==> src/rtl/inep_csr_pkg.sv <==
package inep_csr_pkg;
    localparam int CSR_W     = 8;
    localparam int B_PRDY    = 0;
    localparam int B_URUN    = 1;
    localparam int B_STALL   = 2;
    localparam int B_ISO     = 3;
    localparam int B_INTR    = 4;
    localparam int B_NEMPTY  = 5;
    localparam int B_FLUSH   = 6;
    localparam int B_AUTO    = 7;

    typedef enum logic {
        PK_IDLE  = 1'b0,
        PK_ARMED = 1'b1
    } pk_state_e;
endpackage

==> src/rtl/inep_pkt_fsm.sv <==
module inep_pkt_fsm
    import inep_csr_pkg::*;
(
    input  logic clk,
    input  logic rst_n,
    input  logic set_cpu,
    input  logic set_auto,
    input  logic clr_tx,
    input  logic clr_flush,
    output logic pkt_rdy
);
    pk_state_e state_q, state_d;

    always_ff @(posedge clk) begin
        if (!rst_n) state_q <= PK_IDLE;
        else        state_q <= state_d;
    end

    always_comb begin
        state_d = state_q;
        unique case (state_q)
            PK_IDLE:  if (!clr_flush && (set_cpu || set_auto)) state_d = PK_ARMED;
            PK_ARMED: if (clr_flush || clr_tx)                 state_d = PK_IDLE;
            default:  state_d = PK_IDLE;
        endcase
    end

    assign pkt_rdy = (state_q == PK_ARMED);

    // completion while armed always returns to idle
    a_r3_tx_clears: assert property (@(posedge clk) disable iff (!rst_n)
        (pkt_rdy && clr_tx) |=> !pkt_rdy);
    // flush always leaves the machine idle
    a_r5_flush_idles: assert property (@(posedge clk) disable iff (!rst_n)
        clr_flush |=> !pkt_rdy);
    // a CPU set without flush always arms
    a_r2_cpu_arms: assert property (@(posedge clk) disable iff (!rst_n)
        (set_cpu && !clr_flush && !pkt_rdy) |=> pkt_rdy);
endmodule

==> src/rtl/inep_cfg_regs.sv <==
module inep_cfg_regs
    import inep_csr_pkg::*;
(
    input  logic             clk,
    input  logic             rst_n,
    input  logic             wr_en,
    input  logic [CSR_W-1:0] wr_data,
    input  logic             hw_underrun,
    output logic             urun_q,
    output logic             stall_q,
    output logic             iso_q,
    output logic             intr_q,
    output logic             auto_q,
    output logic             flush_p,
    output logic             tog_p,
    output logic             irq_p
);
    logic ur_hit;
    assign ur_hit = hw_underrun && iso_q;

    always_ff @(posedge clk) begin
        if (!rst_n) begin
            stall_q <= 1'b0;
            iso_q   <= 1'b0;
            intr_q  <= 1'b0;
            auto_q  <= 1'b0;
            urun_q  <= 1'b0;
            flush_p <= 1'b0;
            tog_p   <= 1'b0;
            irq_p   <= 1'b0;
        end else begin
            flush_p <= wr_en && wr_data[B_FLUSH];
            tog_p   <= wr_en && wr_data[B_ISO];
            irq_p   <= ur_hit;
            if (wr_en) begin
                stall_q <= wr_data[B_STALL];
                iso_q   <= wr_data[B_ISO];
                intr_q  <= wr_data[B_INTR];
                auto_q  <= wr_data[B_AUTO];
            end
            if (ur_hit)
                urun_q <= 1'b1;
            else if (wr_en && !wr_data[B_URUN])
                urun_q <= 1'b0;
        end
    end

    // hardware underrun wins over a clearing write
    a_r8_hw_wins: assert property (@(posedge clk) disable iff (!rst_n)
        ur_hit |=> urun_q);
    // the interrupt pulse only accompanies a set flag
    a_r7_irq_flag: assert property (@(posedge clk) disable iff (!rst_n)
        irq_p |-> urun_q);
    // every toggle write yields a pulse
    a_r6_tog_pulse: assert property (@(posedge clk) disable iff (!rst_n)
        (wr_en && wr_data[B_ISO]) |=> (tog_p && iso_q));
    // flush pulse follows a flush write
    a_r5_flush_pulse: assert property (@(posedge clk) disable iff (!rst_n)
        (wr_en && wr_data[B_FLUSH]) |=> flush_p);
endmodule

==> src/rtl/inep_csr.sv <==
module inep_csr
    import inep_csr_pkg::*;
(
    input  logic             clk,
    input  logic             rst_n,
    input  logic             csr_wr,
    input  logic [CSR_W-1:0] csr_wdata,
    output logic [CSR_W-1:0] csr_rdata,
    input  logic             tx_done,
    input  logic             fill_done,
    input  logic             fifo_full,
    input  logic             underrun,
    input  logic             single_buf,
    output logic             pkt_rdy,
    output logic             stall,
    output logic             flush,
    output logic             tog_rst,
    output logic             iso_mode,
    output logic             intr_mode,
    output logic             ur_irq
);
    logic urun_q, auto_q;
    logic set_cpu, set_auto, clr_flush;

    inep_cfg_regs u_cfg (
        .clk         (clk),
        .rst_n       (rst_n),
        .wr_en       (csr_wr),
        .wr_data     (csr_wdata),
        .hw_underrun (underrun),
        .urun_q      (urun_q),
        .stall_q     (stall),
        .iso_q       (iso_mode),
        .intr_q      (intr_mode),
        .auto_q      (auto_q),
        .flush_p     (flush),
        .tog_p       (tog_rst),
        .irq_p       (ur_irq)
    );

    assign set_cpu   = csr_wr && csr_wdata[B_PRDY];
    assign set_auto  = auto_q && single_buf && fill_done;
    assign clr_flush = csr_wr && csr_wdata[B_FLUSH];

    inep_pkt_fsm u_fsm (
        .clk       (clk),
        .rst_n     (rst_n),
        .set_cpu   (set_cpu),
        .set_auto  (set_auto),
        .clr_tx    (tx_done),
        .clr_flush (clr_flush),
        .pkt_rdy   (pkt_rdy)
    );

    always_comb begin
        csr_rdata           = '0;
        csr_rdata[B_PRDY]   = pkt_rdy;
        csr_rdata[B_URUN]   = urun_q;
        csr_rdata[B_STALL]  = stall;
        csr_rdata[B_ISO]    = iso_mode;
        csr_rdata[B_INTR]   = intr_mode;
        csr_rdata[B_NEMPTY] = fifo_full;
        csr_rdata[B_FLUSH]  = 1'b0;
        csr_rdata[B_AUTO]   = auto_q;
    end

    // fill completion without the auto gate never arms from idle
    a_r4_no_auto: assert property (@(posedge clk) disable iff (!rst_n)
        (!pkt_rdy && fill_done && !(auto_q && single_buf) && !csr_wr) |=> !pkt_rdy);
    // status bit tracks the input
    a_r9_nempty: assert property (@(posedge clk) disable iff (!rst_n)
        csr_rdata[B_NEMPTY] == fifo_full);
endmodule

==> config.mk <==
export PLATFORM = sky130hd
export DESIGN_NAME = inep_csr
export DESIGN_NICKNAME = d
export VERILOG_FILES = /design/src/rtl/inep_csr_pkg.sv /design/src/rtl/inep_pkt_fsm.sv /design/src/rtl/inep_cfg_regs.sv /design/src/rtl/inep_csr.sv
export SDC_FILE = /design/constraint.sdc
export NUM_CORES = 1
export LEC_CHECK = 0
export BUFFER_PORTS_ARGS = -buffer_cell sky130_fd_sc_hd__buf_2
export CAP_MARGIN = 20
export CORE_AREA = 4 4 41 43
export CTS_CLUSTER_SIZE = 40
export DETAILED_ROUTE_END_ITERATION = 16
export DIE_AREA = 0 0 45 47
export GPL_TIMING_DRIVEN = 0
export PLACE_DENSITY = 0.72
export SLEW_MARGIN = 20
export SYNTH_ARGS = -nofsm -noshare
export SYNTH_HDL_FRONTEND = slang
export SYNTH_SLANG_ARGS = --single-unit
==> constraint.sdc <==
create_clock -name clk -period 0.9 [get_ports clk]
set_clock_uncertainty 0.15 [all_clocks]
set_input_delay 0.09 -clock clk [delete_from_list [all_inputs] [get_ports clk]]
set_output_delay 0.09 -clock clk [all_outputs]
set_load 0.01 [all_outputs]
==> results.cfg, run 1 <==
[run_status]
status = complete, but fails checks
violations = hold timing, setup timing

[floorplanning]
die_area_um2 = 2115
start_util_pct = 29.90
core_um2 = 1301
row_count = 13
die_x_um = 45
io_pins = 31
die_h_um = 47

[final_layout]
area_growth_pct = 80.06
design_area_um2 = 700.7
nNetsFinal = 87
ff_latch_area_um2 = 187.7
final_core_util_pct = 53.85
drive_above_1_share_pct = 75.71
antenna_cells = 0
final_cell_mix = buf_2, buf_6, dfxtp_2, buf_4
fillers = 132
layout_commonest_cell = buf_2
multi_input_area_um2 = 153.9

[placement]
placed_cell_area_um2 = 544.3
hpwlAfterDp_um = 682.5
post-place-ws_ns = -0.02682
gp_congestion = 0.5593
io_buffers = 26

[sta]
fin_hold_ws_ns = -0.1251
drv_slew = 0
hold_viol_final = 8
fmax_mhz = 944.5
period_share_pct = 117.6
fin_ws_ns = -0.1588
setup_viol = 16
rsz0062_at_grt = true
period_needed_ns = 1.059
tns_ns = -1.402

[global_route]
grt_pass1_vias = 341
grt_pass1_wl_um = 1393
antenna_found_initial = 0
grt_max_degree = 10
track_usage_pct = 9.818
overflow = 0

[clock_network]
cts_sinks = 9
cts_tree = built
cts_htree_levels = 1
clock_latency_ns = 0.26
root_buffer = clkbuf_4
cts_made_buffers = 3
clockBufferDepth = 2
path_clk_slew_ns = 0.07

[setup_path]
r2r_setup_slack_ns = -0.12
critPathKind = reg -> out
required_ns = 0.66
crit_arrival_ns = 0.82
r2r_end = u_fsm.pkt_rdy
r2r_start = u_fsm.pkt_rdy
endpoint_kind = output pin
path_max_fanout = 3
r2r_cells = 3
cp-start-kind = flop

[yosys]
yosys.area.top_type_share_pct = 46.30
synth_nets = 52
syn_area_um2 = 389.1
synth-seq-cells = 9
ys_top_cells_by_area = dfxtp_1, buf_4, mux2i_1
yosysWarnings = 0
synth_cell_type_count = 12
syn_inst = 36
ys_seq_area_share_pct = 46.30
syn_avg_cell_area_um2 = 10.81
synth_top_cell_by_area = dfxtp_1

[power_and_ir_drop]
leakage_uw = 0.0003637
powerDensity_nw_per_um2 = 1383
ir_drop_uv = 753.4

[min_path]
holdPathStages = 2
min_to = u_fsm.pkt_rdy
hold_class = in -> reg
hp-start = csr_wdata[6]

[routing]
num_vias = 354
wl_per_cell_um = 10.87
drc = 0
drtIter0Drc = 0
wirelength_um = 924
antenna_left = 0
drt_first_pass_iters = 1
viasPerCell = 4.165

[job]
maxCapViolations = 0
-- critical path: stages, from the launching register on --
cell and delay [ns]:
dfxtp_2 0.34, buf_6 0.11, buf_6 0.11
-- state kept, by name, summed over array words and instances, names as in the netlist --
signal and count:
u_cfg.flush_p 1, u_cfg.auto_q 1, u_cfg.intr_q 1, u_cfg.stall_q 1, u_cfg.tog_p 1, u_cfg.irq_p 1
u_fsm.pkt_rdy 1, u_cfg.iso_q 1, u_cfg.urun_q 1
-- routing by layer --
layer / global-route usage [%] / up-vias / share of wire [%]
li1: - / 182 / -
met1: 9.840 / 160 / 38
met2: 16.10 / 12 / 56
met3: 3.448 / 0 / 6.7
met4: 8.772 / 0 / 0
met5: 0 / - / 0
-- report_power, final --
group	leakage, uW	internal [uW]	switching [uW]
sequential	0.0000762	422	16.2
clock	0.0000177	164	153
combinational	0.000270	140	74.3
-- how the worst max path moves through the flow --
stage                  startpoint           end  slack, ns  cells after the start
finish               u_cfg.intr_q  csr_rdata[4]      -0.16                      2
CTS                   u_cfg.iso_q  csr_rdata[3]      -0.17                      2
floorplan             u_cfg.iso_q  u_cfg.urun_q      -0.03                      2
global route        u_cfg.stall_q  csr_rdata[2]      -0.21                      2
detailed placement    u_cfg.iso_q  u_cfg.urun_q      -0.03                      2
global placement      u_cfg.iso_q  u_cfg.urun_q      -0.02                      2
-- timing repair --
| item | CTS | global route |
|---|---|---|
| buffers inserted | 2 | 1 |
| pin swaps | 2 | 1 |
| gates resized for setup | 21 | 0 |
| gates cloned | 0 | 0 |
| setup endpoints to repair | 15 | 15 |
| hold endpoints to repair | 8 | 8 |
-- logic make-up (layout without fill, tap and decap cells) --
group / Yosys count / in the layout / synth area share, %
other: 1 / 1 / 0.9637
muxes: 4 / 4 / 10.29
DFF: 9 / 9 / 46.30
AOI/OAI and AO/OA: 4 / 4 / 9.966
and+or+nand+nor: 9 / 9 / 15.11
buffers and inverters: 9 / 43 / 17.36
-- area by class of cell --
type	instances	area share (%)
sequential	9	26.79
multi-input combinational	18	21.96
tap	15	2.679
clock buffer	3	3.214
clock inverter	1	0.7143
timing repair buffer	30	31.79
buffer	9	12.86
-- Yosys cell counts --
cell	n
a221oi_2	1
a21bo_1	1
dfxtp_1	9
nand3_1	1
a21oi_1	1
nor2b_1	4
buf_4	9
conb_1	1
a31o_2	1
and3_2	3
mux2i_1	4
nand2b_1	1
-- stage by stage --
| step | cells | power, uW |
|---|---|---|
| after global placement | 77 | 595.0 |
| after CTS | 83 | 981.4 |
| final | 85 | 969.2 |
| after global routing | 85 | 1033 |
| after detailed placement | 77 | 599.0 |
| after floorplan | 36 | 530.6 |
Power figures use the tool's default switching activity.
==> run 2: changes to the inputs <==
--- a/config.mk
+++ b/config.mk
@@ -12,7 +12,6 @@
 export DETAILED_ROUTE_END_ITERATION = 16
 export DIE_AREA = 0 0 45 47
 export GPL_TIMING_DRIVEN = 0
-export PLACE_DENSITY = 0.72
 export SLEW_MARGIN = 20
 export SYNTH_ARGS = -nofsm -noshare
 export SYNTH_HDL_FRONTEND = slang
==> constraint.sdc (replaced) <==
create_clock -name clk -period 1.1 [get_ports clk]
set_clock_uncertainty 0.15 [all_clocks]
set_input_delay 0.11 -clock clk [delete_from_list [all_inputs] [get_ports clk]]
set_output_delay 0.11 -clock clk [all_outputs]
set_load 0.01 [all_outputs]
==> run 2 against run 1 <==
Net effect: the run ends with hold timing left; worst hold slack improved by 0.12 ns; sequential share of layout area rose by 0.59 points; combinational power fell by 24%; count of clock-buffer cells in the layout increased by 1; worst setup slack better by 0.17 ns; critical path type unchanged; critical endpoint is now csr_rdata[2]; largest power group unchanged.
==> results.cfg, run 2 (synthesized netlist as in run 1, its figures left out) <==
[global_route]
track_usage_pct = 10.31
grtUsageMet3_pct = 4.598
grt_max_degree = 10
met1_usage_pct = 8.736
grt_pass1_vias = 351
grt-busiest-layer = met2
antenna_found_initial = 0
overflow = 0
use_met2_pct = 19.21
grt_pass1_wl_um = 1449

[sta]
fmax_mhz = 919.1
tns_ns = 0
rsz0062_at_grt = true
hold_viol_final = 1
fin_hold_ws_ns = -0.005965
period_share_pct = 98.91
period_needed_ns = 1.088
setup_viol = 0
drv_slew = 0

[routing]
viasPerCell = 4.303
wirelength_um = 981
wl_per_cell_um = 11.02
drt_first_pass_iters = 1
antenna_left = 0
num_vias = 383
drc = 0
drtIter0Drc = 0

[setup_path]
r2r_end = u_cfg.urun_q
crit_arrival_ns = 0.83
critPathMaxStageDelay_ns = 0.32
required_ns = 0.84
endpoint_kind = output pin
crit_chain = buf_4, buf_2
path_max_fanout = 3
crit_buf_inv = 2
critPathSlowestCell = dfxtp_2
critPathKind = reg -> out
crit_family = flip-flops
r2r_setup_slack_ns = 0.13
r2r_start = u_cfg.iso_q
cp-start-kind = flop
path_depth = 2
r2r_cells = 2

[clock_network]
cts_made_buffers = 3
path_clk_slew_ns = 0.06
cts_sinks = 9
clockBufferDepth = 2
root_buffer = clkbuf_4
clock_latency_ns = 0.25
cts_htree_levels = 1
cts_tree = built

[power_and_ir_drop]
ir_drop_uv = 765.4
powerDensity_nw_per_um2 = 1118
leakage_uw = 0.0003608

[floorplanning]
core_um2 = 1301
die_h_um = 47
io_pins = 31
die_area_um2 = 2115
start_util_pct = 29.90
die_x_um = 45
row_count = 13

[job]
maxCapViolations = 0

[placement]
io_buffers = 26
gp_congestion = 0.7140

[final_layout]
area_growth_pct = 76.21
nNetsFinal = 91
antenna_cells = 0
final_core_util_pct = 52.69
layout_commonest_cell = buf_2
drive_above_1_share_pct = 64.86
final_cell_mix = buf_2, dlygate4sd3_1, buf_4, dfxtp_2, buf_6

[min_path]
hold_class = in -> reg
holdPathStages = 2
hp-start = underrun
min_to = u_cfg.irq_p

[run_status]
status = complete, but fails checks
violations = hold timing
## run 2: cell count changes in the layout (fill, tap and decap cells not counted)
| cell | delta |
|---|---|
| a31o_4 | -1 |
| and3_2 | +1 |
| dlygate4sd3_1 | +8 |
| clkinv_2 | -1 |
| buf_4 | +3 |
| and3_4 | -1 |
| buf_6 | -11 |
| a31o_2 | +1 |
| buf_2 | +4 |
| clkbuf_1 | +1 |
## run 2: area by class of cell
class	count	area (um^2)
Clock buffer	4	26.28
Tap cell	15	18.77
Fill cell	133	615.6
Multi-Input combinational cell	18	141.4
Timing Repair Buffer	37	266.5
Sequential cell	9	187.7
Buffer	6	45.04
## run 2: timing repair
| action | 4_1_cts | 5_1_grt |
|---|---|---|
| gates cloned | 0 | 0 |
| hold endpoints to repair | 8 | 2 |
| setup buffers | 0 | 2 |
| endpoints found under the setup margin | 3 | 7 |
| pin swaps | 0 | 0 |
| hold buffers | 9 | 1 |
| gates resized for setup | 3 | 8 |
## run 2: through the flow
| step | worst slack [ns] | hold WS, ns | cells | total power, uW | cell area (um^2) |
|---|---|---|---|---|---|
| 6_report | 0.01199 | -0.005965 | 89 | 766.2 | 685.7 |
| 5_1_grt | -0.01502 | -0.01374 | 89 | 815.6 | 685.7 |
| 4_1_cts | -0.001188 | -0.01688 | 90 | 764.0 | 658.1 |
| 3_5_place_dp | 0.1371 | 0.1726 | 77 | 490.0 | 538.0 |
| 3_3_place_gp | 0.1413 | 0.1698 | 77 | 486.2 | 538.0 |
| 2_1_floorplan | 0.1226 | 0.04892 | 36 | 432.4 | 389.1 |
## run 2: worst max-delay path by stage
| stage | start | end | slack (ns) |
|---|---|---|---|
| 2_1_floorplan | u_cfg.iso_q | u_cfg.urun_q | 0.12 |
| 3_3_place_gp | u_cfg.iso_q | u_cfg.urun_q | 0.14 |
| 3_5_place_dp | u_cfg.iso_q | u_cfg.urun_q | 0.14 |
| 4_1_cts | u_fsm.pkt_rdy | csr_rdata[0] | -0.001 |
| 5_1_grt | u_cfg.stall_q | csr_rdata[2] | -0.02 |
| 6_report | u_cfg.stall_q | csr_rdata[2] | 0.01 |
## run 2: metal layers
metal	share of wire, %	wire [um]
met5	0	0
met3	8.5	83
met1	36	349
met2	54	529
met4	1.9	19
## run 2: power breakdown
group / switching [uW] / total, uW / internal [uW]
Clock: 108 / 247 / 139
Sequential: 10.8 / 356 / 345
Combinational: 59.5 / 163 / 103
## run 2: worst reg2reg max path: cells and delay by family, from the launching register on
kind	cells	cell delay, ns
DFF	1	0.33
AOI/OAI and AO/OA	1	0.20
and+or+nand+nor	1	0.18
